===== src/rtl/i2cm_pkg.sv =====
// Shared types for the byte-level two-wire master.
// Assumes: command codes are fixed by the host interface (0..3).
package i2cm_pkg;

    typedef enum logic [1:0] {
        OP_START = 2'd0,
        OP_STOP  = 2'd1,
        OP_WRITE = 2'd2,
        OP_READ  = 2'd3
    } i2cm_op_e;

    typedef enum logic [3:0] {
        S_WAIT,
        S_ST_SETUP,
        S_ST_RISE,
        S_ST_HOLD,
        S_ST_FALL,
        S_SP_SETUP,
        S_SP_RISE,
        S_SP_HOLD,
        S_SP_FREE,
        S_B_LOW,
        S_B_RISE,
        S_B_HIGH
    } i2cm_state_e;

    localparam int BITS_PER_BYTE = 8;

endpackage


===== src/rtl/i2cm_sync.sv =====
// Multi-stage synchronizer for asynchronous line inputs.
// Assumes: STAGES >= 2; the lines idle high, so every stage resets to 1.
module i2cm_sync #(
    parameter int WIDTH  = 2,
    parameter int STAGES = 2
) (
    input  logic             clk,
    input  logic             rst_n,
    input  logic [WIDTH-1:0] d,
    output logic [WIDTH-1:0] q
);

    for (genvar g = 0; g < WIDTH; g++) begin : g_bit
        logic [STAGES-1:0] ff;

        // Shift one line level through the flop chain.
        always_ff @(posedge clk) begin
            if (!rst_n) ff <= '1;
            else        ff <= {ff[STAGES-2:0], d[g]};
        end

        assign q[g] = ff[STAGES-1];
    end

endmodule


===== src/rtl/i2cm_phase_timer.sv =====
// Down-counter for one bit phase. Loads a length and counts down while run is high.
// Assumes: the caller ignores expired in the cycle it pulses load.
module i2cm_phase_timer #(
    parameter int W = 16
) (
    input  logic         clk,
    input  logic         rst_n,
    input  logic         load,
    input  logic [W-1:0] len,
    input  logic         run,
    output logic         expired
);

    logic [W-1:0] cnt;

    // Load a new phase length or count the running one down to zero.
    always_ff @(posedge clk) begin
        if (!rst_n)                   cnt <= '0;
        else if (load)                cnt <= len;
        else if (run && cnt != '0)    cnt <= cnt - W'(1);
    end

    assign expired = (cnt == '0);

    // with run low the count is frozen (stretch wait keeps the phase)
    p_frozen_r6: assert property (@(posedge clk) disable iff (!rst_n)
        (!load && !run) |=> $stable(cnt));

    // a load always leaves a nonzero count to run out
    p_load_nonzero_r7: assert property (@(posedge clk) disable iff (!rst_n)
        (load && len != '0) |=> !expired);

endmodule


===== src/rtl/i2cm_stretch_wd.sv =====
// Watchdog on a held-low clock line while the master waits for it to rise.
// Assumes: limit == 0 disables the flag; clear has priority over setting.
module i2cm_stretch_wd #(
    parameter int W = 16
) (
    input  logic         clk,
    input  logic         rst_n,
    input  logic         waiting,
    input  logic         line_low,
    input  logic [W-1:0] limit,
    input  logic         clear,
    output logic         err
);

    logic [W-1:0] cnt;
    logic         held;

    assign held = waiting && line_low;

    // Count consecutive held-low cycles, saturating at the top value.
    always_ff @(posedge clk) begin
        if (!rst_n || !held) cnt <= '0;
        else if (cnt != '1)  cnt <= cnt + W'(1);
    end

    // Raise the sticky flag past the limit; drop it on a new command.
    always_ff @(posedge clk) begin
        if (!rst_n)                                err <= 1'b0;
        else if (clear)                            err <= 1'b0;
        else if (held && limit != '0 && cnt >= limit) err <= 1'b1;
    end

    // the flag stays set until cleared
    p_err_sticky_r8: assert property (@(posedge clk) disable iff (!rst_n)
        (err && !clear) |=> err);

    // the counter restarts whenever the line is not held
    p_cnt_restart_r8: assert property (@(posedge clk) disable iff (!rst_n)
        !held |=> (cnt == '0));

endmodule


===== src/rtl/i2c_stretch_master.sv =====
// Byte-level two-wire bus master with clock-stretch wait.
// Executes start, stop, byte write and byte read commands on open-drain lines.
// Whenever it releases the clock line it waits for the synchronized line to
// read high before timing the high phase, so a slave holding the clock low
// freezes the bit period. Assumes: the host waits for done between commands,
// and external pull-ups bring released lines high.
module i2c_stretch_master
    import i2cm_pkg::*;
#(
    parameter int DIV_W       = 16,
    parameter int TO_W        = 16,
    parameter int SYNC_STAGES = 2
) (
    input  logic             clk,
    input  logic             rst_n,
    input  logic [DIV_W-1:0] cfg_half_div,
    input  logic [TO_W-1:0]  cfg_stretch_limit,
    input  logic             cmd_valid,
    input  logic [1:0]       cmd_op,
    input  logic [7:0]       cmd_wdata,
    input  logic             cmd_rd_nack,
    output logic             busy,
    output logic             done,
    output logic [7:0]       rd_data,
    output logic             ack_nack,
    output logic             stretch_err,
    output logic             scl_oe,
    output logic             sda_oe,
    input  logic             scl_in,
    input  logic             sda_in
);

    localparam int                BIT_W    = $clog2(BITS_PER_BYTE + 1);
    localparam logic [BIT_W-1:0]  LAST_BIT = BIT_W'(BITS_PER_BYTE);

    i2cm_state_e          state;
    i2cm_op_e             op;
    logic [BIT_W-1:0]     bit_cnt;
    logic [7:0]           shreg;
    logic                 rd_nack_q;
    logic                 scl_drv;
    logic                 sda_drv;
    logic                 tmr_load;
    logic                 tmr_exp;
    logic                 scl_s;
    logic                 sda_s;
    logic                 accept;
    logic                 in_rise;
    logic                 tmr_run;
    logic                 phase_end;
    logic [DIV_W-1:0]     half_len;

    // Data-line pull for one bit slot: data bits on write, acknowledge on read.
    function automatic logic slot_pull(i2cm_op_e o, logic is_ack, logic msb, logic nack);
        if (o == OP_WRITE) return is_ack ? 1'b0 : !msb;
        else               return is_ack ? !nack : 1'b0;
    endfunction

    i2cm_sync #(
        .WIDTH  (2),
        .STAGES (SYNC_STAGES)
    ) u_sync (
        .clk   (clk),
        .rst_n (rst_n),
        .d     ({scl_in, sda_in}),
        .q     ({scl_s, sda_s})
    );

    assign half_len  = (cfg_half_div == '0) ? DIV_W'(1) : cfg_half_div;
    assign in_rise   = (state == S_ST_RISE) || (state == S_SP_RISE) || (state == S_B_RISE);
    assign tmr_run   = !in_rise && (state != S_WAIT);
    assign phase_end = tmr_exp && !tmr_load;
    assign accept    = (state == S_WAIT) && cmd_valid;

    i2cm_phase_timer #(
        .W (DIV_W)
    ) u_timer (
        .clk     (clk),
        .rst_n   (rst_n),
        .load    (tmr_load),
        .len     (half_len),
        .run     (tmr_run),
        .expired (tmr_exp)
    );

    i2cm_stretch_wd #(
        .W (TO_W)
    ) u_wd (
        .clk      (clk),
        .rst_n    (rst_n),
        .waiting  (in_rise),
        .line_low (!scl_s),
        .limit    (cfg_stretch_limit),
        .clear    (accept),
        .err      (stretch_err)
    );

    // Command sequencer: walks the line phases of each command.
    always_ff @(posedge clk) begin
        if (!rst_n) begin
            state     <= S_WAIT;
            op        <= OP_START;
            bit_cnt   <= '0;
            shreg     <= '0;
            rd_nack_q <= 1'b0;
            rd_data   <= '0;
            ack_nack  <= 1'b0;
            scl_drv   <= 1'b0;
            sda_drv   <= 1'b0;
            tmr_load  <= 1'b0;
            done      <= 1'b0;
        end else begin
            tmr_load <= 1'b0;
            done     <= 1'b0;
            unique case (state)
                S_WAIT: begin
                    if (cmd_valid) begin
                        op       <= i2cm_op_e'(cmd_op);
                        tmr_load <= 1'b1;
                        unique case (i2cm_op_e'(cmd_op))
                            OP_START: begin
                                sda_drv <= 1'b0;
                                state   <= S_ST_SETUP;
                            end
                            OP_STOP: begin
                                scl_drv <= 1'b1;
                                sda_drv <= 1'b1;
                                state   <= S_SP_SETUP;
                            end
                            default: begin
                                bit_cnt   <= '0;
                                rd_nack_q <= cmd_rd_nack;
                                shreg     <= (cmd_op == OP_WRITE) ? cmd_wdata : 8'h00;
                                scl_drv   <= 1'b1;
                                sda_drv   <= slot_pull(i2cm_op_e'(cmd_op), 1'b0,
                                                       cmd_wdata[7], cmd_rd_nack);
                                state     <= S_B_LOW;
                            end
                        endcase
                    end
                end
                S_ST_SETUP: if (phase_end) begin
                    scl_drv <= 1'b0;
                    state   <= S_ST_RISE;
                end
                S_ST_RISE: if (scl_s) begin
                    tmr_load <= 1'b1;
                    state    <= S_ST_HOLD;
                end
                S_ST_HOLD: if (phase_end) begin
                    sda_drv  <= 1'b1;
                    tmr_load <= 1'b1;
                    state    <= S_ST_FALL;
                end
                S_ST_FALL: if (phase_end) begin
                    scl_drv <= 1'b1;
                    done    <= 1'b1;
                    state   <= S_WAIT;
                end
                S_SP_SETUP: if (phase_end) begin
                    scl_drv <= 1'b0;
                    state   <= S_SP_RISE;
                end
                S_SP_RISE: if (scl_s) begin
                    tmr_load <= 1'b1;
                    state    <= S_SP_HOLD;
                end
                S_SP_HOLD: if (phase_end) begin
                    sda_drv  <= 1'b0;
                    tmr_load <= 1'b1;
                    state    <= S_SP_FREE;
                end
                S_SP_FREE: if (phase_end) begin
                    done  <= 1'b1;
                    state <= S_WAIT;
                end
                S_B_LOW: if (phase_end) begin
                    scl_drv <= 1'b0;
                    state   <= S_B_RISE;
                end
                S_B_RISE: if (scl_s) begin
                    tmr_load <= 1'b1;
                    state    <= S_B_HIGH;
                end
                S_B_HIGH: if (phase_end) begin
                    scl_drv <= 1'b1;
                    if (bit_cnt == LAST_BIT) begin
                        if (op == OP_WRITE) ack_nack <= sda_s;
                        else                rd_data  <= shreg;
                        sda_drv <= 1'b0;
                        done    <= 1'b1;
                        state   <= S_WAIT;
                    end else begin
                        shreg    <= {shreg[6:0], sda_s};
                        bit_cnt  <= bit_cnt + BIT_W'(1);
                        sda_drv  <= slot_pull(op, (bit_cnt + BIT_W'(1)) == LAST_BIT,
                                              shreg[6], rd_nack_q);
                        tmr_load <= 1'b1;
                        state    <= S_B_LOW;
                    end
                end
                default: state <= S_WAIT;
            endcase
        end
    end

    assign busy   = (state != S_WAIT);
    assign scl_oe = scl_drv;
    assign sda_oe = sda_drv;

    // the clock line stays released while waiting for it to rise
    p_release_in_wait_r6: assert property (@(posedge clk) disable iff (!rst_n)
        in_rise |-> !scl_drv);

    // the data line is steady through a bit's high phase
    p_sda_steady_high_r5: assert property (@(posedge clk) disable iff (!rst_n)
        (state == S_B_HIGH) |-> $stable(sda_drv));

    // done is a single-cycle pulse
    p_done_pulse_r10: assert property (@(posedge clk) disable iff (!rst_n)
        done |=> !done);

    // done coincides with leaving busy
    p_done_idle_r10: assert property (@(posedge clk) disable iff (!rst_n)
        done |-> !busy);

    // the slot counter never passes the acknowledge slot
    p_slot_range_r1: assert property (@(posedge clk) disable iff (!rst_n)
        bit_cnt <= LAST_BIT);

    // after a byte the clock line is held low
    p_hold_after_byte_r4: assert property (@(posedge clk) disable iff (!rst_n)
        (done && (op == OP_WRITE || op == OP_READ)) |-> scl_drv);

endmodule


===== config.mk =====
export PLATFORM = sky130hd
export DESIGN_NAME = i2c_stretch_master
export DESIGN_NICKNAME = d
export VERILOG_FILES = /design/src/rtl/i2cm_pkg.sv /design/src/rtl/i2cm_sync.sv /design/src/rtl/i2cm_phase_timer.sv /design/src/rtl/i2cm_stretch_wd.sv /design/src/rtl/i2c_stretch_master.sv
export SDC_FILE = /design/constraint.sdc
export NUM_CORES = 1
export LEC_CHECK = 0
export BUFFER_PORTS_ARGS = -buffer_cell sky130_fd_sc_hd__buf_2
export CORE_UTILIZATION = 64
export CTS_BUF_LIST = sky130_fd_sc_hd__clkbuf_2 sky130_fd_sc_hd__clkbuf_4 sky130_fd_sc_hd__clkbuf_8
export CTS_CLUSTER_DIAMETER = 80
export DETAILED_ROUTE_END_ITERATION = 6
export GPL_TIMING_DRIVEN = 0
export PLACE_DENSITY = 0.88
export SYNTH_ARGS = -nofsm -noshare
export SYNTH_HDL_FRONTEND = slang
export SYNTH_HIERARCHICAL = 1
export SYNTH_SLANG_ARGS = --single-unit

===== constraint.sdc =====
create_clock -name clk -period 7.1 [get_ports clk]
set_input_delay 0 -clock clk [delete_from_list [all_inputs] [get_ports clk]]
set_output_delay 0 -clock clk [all_outputs]
set_load 0.005 [all_outputs]

==> metrics.json <==
{
  "timing.critical_path.to_type": "register",
  "drv.max_cap_violation_count": 0,
  "placed_area_mm2": 0.00473,
  "nNetsFinal": 685,
  "worstPathMaxFanout": 11,
  "slew_headroom_pct": 65.1,
  "antenna_found_initial": 0,
  "diodes": 0,
  "top_level_ports": 62,
  "rsz0062_at_grt": "no",
  "global_route.overflow_total": 0,
  "synth_cell_area_mm2": 0.00433,
  "slowest_delay_ns": 0.57,
  "floorplan.die_area_mm2": 0.00710,
  "r2r_slack_ns": 4.27,
  "maximum_number_of_pins_on_one_net_before_global_route_repair": 16,
  "violations": "DRC",
  "vdd_ir_drop_max_mv": 0.229,
  "timing.final.crit_period_ns": 2.83,
  "cts_max_path_buffers": 2,
  "yosys_register_bits": 69,
  "aggregate_global_route_resource_usage_pct": 34.2,
  "synthCells": 528,
  "clock_insertion_delay_worst_skew_ns": 0.34,
  "fp.dieW_um": 84.3,
  "drt-met1-wl_um": 4660,
  "achievable-frequency_ghz": 0.353,
  "finClkSkew_ns": 0.00576,
  "worst_hold_path_type": "in -> reg",
  "h-tree-depth": 3,
  "period_share_pct": 39.9,
  "route.vias.total": 4468,
  "leakage_nw": 2.15,
  "timing.rr.end": "rd_data[6]",
  "cts_made_buffers": 9,
  "start_util_pct": 67.1,
  "fraction_of_power_consumed_by_sequential_logic_pct": 32.9,
  "drc_violation_count_after_routing": 8,
  "pwr-share-clk_pct": 22.4,
  "critPathLaunch": "u_timer/cnt[7]",
  "clock_sink_count": 69,
  "critical_path.cell_chain": "or4_4 -> and4bb_1 -> buf_6 -> nor2b_1 -> clkbuf_1 -> nand4_2 -> mux2i_1 -> nor2_1",
  "areaGrowthSynthToFinish_pct": 18.2,
  "cts_setup_buffers": 0,
  "grt_pass1_wl_um": 19500,
  "switching_portion_of_total_power_pct": 39.1,
  "dp_hpwl_um": 8040,
  "timing.final.setup_violations": 0,
  "report.final.hold_viol_count": 0,
  "fillerInstances": 432,
  "viasPerCell": 6.39,
  "share_comb_of_total_power_pct": 44.7,
  "clk_pin_slew_ns": 0.07,
  "final_area_mm2": 0.00512,
  "drt_first_iter_violations": 343,
  "number_of_warnings_issued_by_yosys": 6,
  "detailroute.wirelength.met2_um": 5880,
  "crit_path_end": "rd_data[6]",
  "switchingPower_mw": 0.620,
  "timing.critical_path.arrival_ns": 3.05,
  "cp_num_buf_inv": 2,
  "drive_gt1_share_pct": 17.4,
  "gpl.final_weighted_congestion": 0.954,
  "top_layer_used": "met4",
  "timing_worst_setup_path_type": "reg -> reg",
  "wl_met3_um": 837,
  "placement_rows": 29,
  "synth-async-reset-ratio_pct": 0,
  "reg2regPathDepth": 8,
  "die_height_um": 84.3,
  "final_antenna_net_count": 0,
  "data_required_time_of_the_worst_path_ns": 7.32,
  "worstSetupPathDepth": 8,
  "syn_avg_cell_area_um2": 8.21,
  "cellInternalPower_mw": 0.966,
  "crit_family": "simple AND/OR/NAND/NOR gates",
  "critical_path.reg2reg.startpoint": "u_timer/cnt[7]",
  "synth_fp_nets": 596,
  "synthFlopType": "dfxtp_1",
  "post_drt_wl_per_cell_um": 16.7,
  "crit_slowest_cell": "or4_4",
  "synth_cell_types": 75,
  "place.port_buffers": 61,
  "power.density_mw_per_mm2": 310,
  "worst_setup_path_start_kind": "register",
  "design.core.area_mm2": 0.00646,
  "clock_tree.root_cell": "clkbuf_8",
  "timing_worst_slew_pin_value_ns": 0.524,
  "vias_in_the_first_global_route": 4221,
  "synth.yosys.seq_area_share_pct": 31.9,
  "synth-edff-count": 0,
  "run_status": "finished with violations",
  "clock_tree_from_tritoncts": "built",
  "postRouteWirelength_um": 11700,
  "finalMaxSlewViolations": 0,
  "length_of_the_first_detailed_routing_pass_in_iterations": 7,
  "final.setup.tns_ns": 0
}
## sequential cells by signal, indices dropped and copies added (netlist names), 2 cells and up
signal,count
shreg,8
u_wd/cnt,16
rd_data,8
u_timer/cnt,16
u_sync/g_bit.ff,4
state,4
bit_cnt,4
op,2
## metrics by stage
stage | setup slack [ns] | power, mW | hold WS (ns) | util, % | instances
final | 4.27 | 1.59 | 0.0133 | 79.3 | 699
after global routing | 4.14 | 1.67 | 0.0221 | 79.3 | 699
after CTS | 4.36 | 1.57 | 0.00359 | 79.3 | 699
after detailed placement | 4.41 | 1.20 | 0.199 | 73.3 | 666
after global placement | 4.43 | 1.17 | 0.201 | 73.3 | 666
after floorplan | 4.75 | 1.05 | 0.0730 | - | 528
## layer usage
metal  vias to the layer above  GRT usage [%]
li1                       2123              -
met1                      2087           40.4
met2                       219           59.3
met3                        39           5.51
met4                         0           19.0
met5                         -              0
## worst min-delay path: cells and delay by family
family / cells / cell delay, ns
buf+inv: 2 / 0.19
simple gates: 1 / 0.06
compound gates: 1 / 0.05
## how the worst min path moves through the flow
stage / endpoint / cells after the start / from
floorplan: u_sync/g_bit[0].ff[1] / 1 / rst_n
global route: u_timer/cnt[1] / 4 / cfg_half_div[1]
global placement: u_sync/g_bit[1].ff[0] / 2 / scl_in
CTS: u_timer/cnt[1] / 4 / cfg_half_div[1]
finish: u_timer/cnt[1] / 4 / cfg_half_div[1]
detailed placement: u_sync/g_bit[1].ff[0] / 2 / scl_in
## layout make-up
cell class                      instances  area [um^2]  share of cell area, %
Timing Repair Buffer                   78          475                   9.28
Clock buffer                           10          131                   2.56
Tap cell                               77         96.3                   1.88
Multi-Input combinational cell        382         2610                   51.0
Buffer                                 45          219                   4.27
Inverter                               32          120                   2.34
Clock inverter                          6         86.3                   1.69
Sequential cell                        69         1380                   27.0
## cells in the final DEF, fill, tap and decap left out, drive strengths merged, types with 3 or more instances in the layout
| cell | instances |
|---|---|
| buf | 77 |
| dfxtp | 69 |
| a21oi | 45 |
| nand2 | 42 |
| clkbuf | 39 |
| inv | 32 |
| o21ai | 31 |
| nor2 | 29 |
| nand3 | 24 |
| ha | 20 |
| dlygate4sd3 | 17 |
| mux2i | 17 |
| nor4 | 16 |
| nor3 | 13 |
| nand2b | 12 |
| xnor2 | 12 |
| nand4 | 12 |
| a311oi | 10 |
| nor2b | 7 |
| a31oi | 7 |
| a211oi | 5 |
| and3 | 5 |
| or4 | 5 |
| or3 | 5 |
| nand3b | 4 |
| o211ai | 4 |
| nor3b | 4 |
| and3b | 3 |
| and2 | 3 |
| nor4b | 3 |
| o311a | 3 |
| nand4b | 3 |
| clkinv | 3 |
## power groups by stage
| stage | logic [mW] | registers (mW) | clock network [mW] |
|---|---|---|---|
| global route | 0.769 | 0.528 | 0.377 |
| finish | 0.709 | 0.521 | 0.356 |
| floorplan | 0.536 | 0.511 | 0 |
| CTS | 0.692 | 0.519 | 0.359 |
| detailed placement | 0.672 | 0.525 | 0 |
| global placement | 0.651 | 0.521 | 0 |
## synth_stat cells, drive strengths merged, types with 2 or more instances
library cell	instances	share of area, %
dfxtp	69	32
a2111o	2	0.52
nor2	29	2.9
nand3b	4	0.69
inv	31	2.7
o311ai	2	0.58
a21boi	2	0.35
nand3	24	2.8
nand4	12	2.4
or3	5	0.75
nand2	42	3.6
a311oi	10	2.0
xnor2	12	2.4
nor3b	4	0.69
and3b	3	0.61
nor2b	7	1.0
nor4	16	3.3
a32o	2	0.46
o311a	3	0.69
or2	2	0.29
o2111ai	2	0.40
o211ai	4	0.69
a211oi	5	0.87
mux2i	17	4.2
o31ai	2	0.35
or4	5	0.95
and3	5	0.84
o41ai	2	0.40
and4	2	0.40
nand4b	3	0.95
ha	20	5.8
nor3	13	1.5
clkbuf	29	2.5
nor4b	3	0.61
a31oi	7	1.0
o22ai	2	0.29
a21oi	45	5.2
nand2b	12	1.7
and2	3	0.43
buf	16	2.5
o21ai	31	3.6
## timing repair
action | 4_1_cts | 5_1_grt
gates resized for setup | 0 | 0
endpoints found under the hold margin | 15 | 0
hold buffers | 17 | 0
## logic make-up (layout without fill, tap and decap cells)
family,Yosys count,count (layout),share of synthesized area [%]
and+or+nand+nor,197,197,27.2
xor gates and xnor gates,12,12,2.43
muxes,18,18,4.56
buffers and inverters,77,171,7.83
AOI/OAI and AO/OA,135,135,20.3
DFF,69,69,31.9
adders and majority gates,20,20,5.78
(Power assumes the default switching activity.)
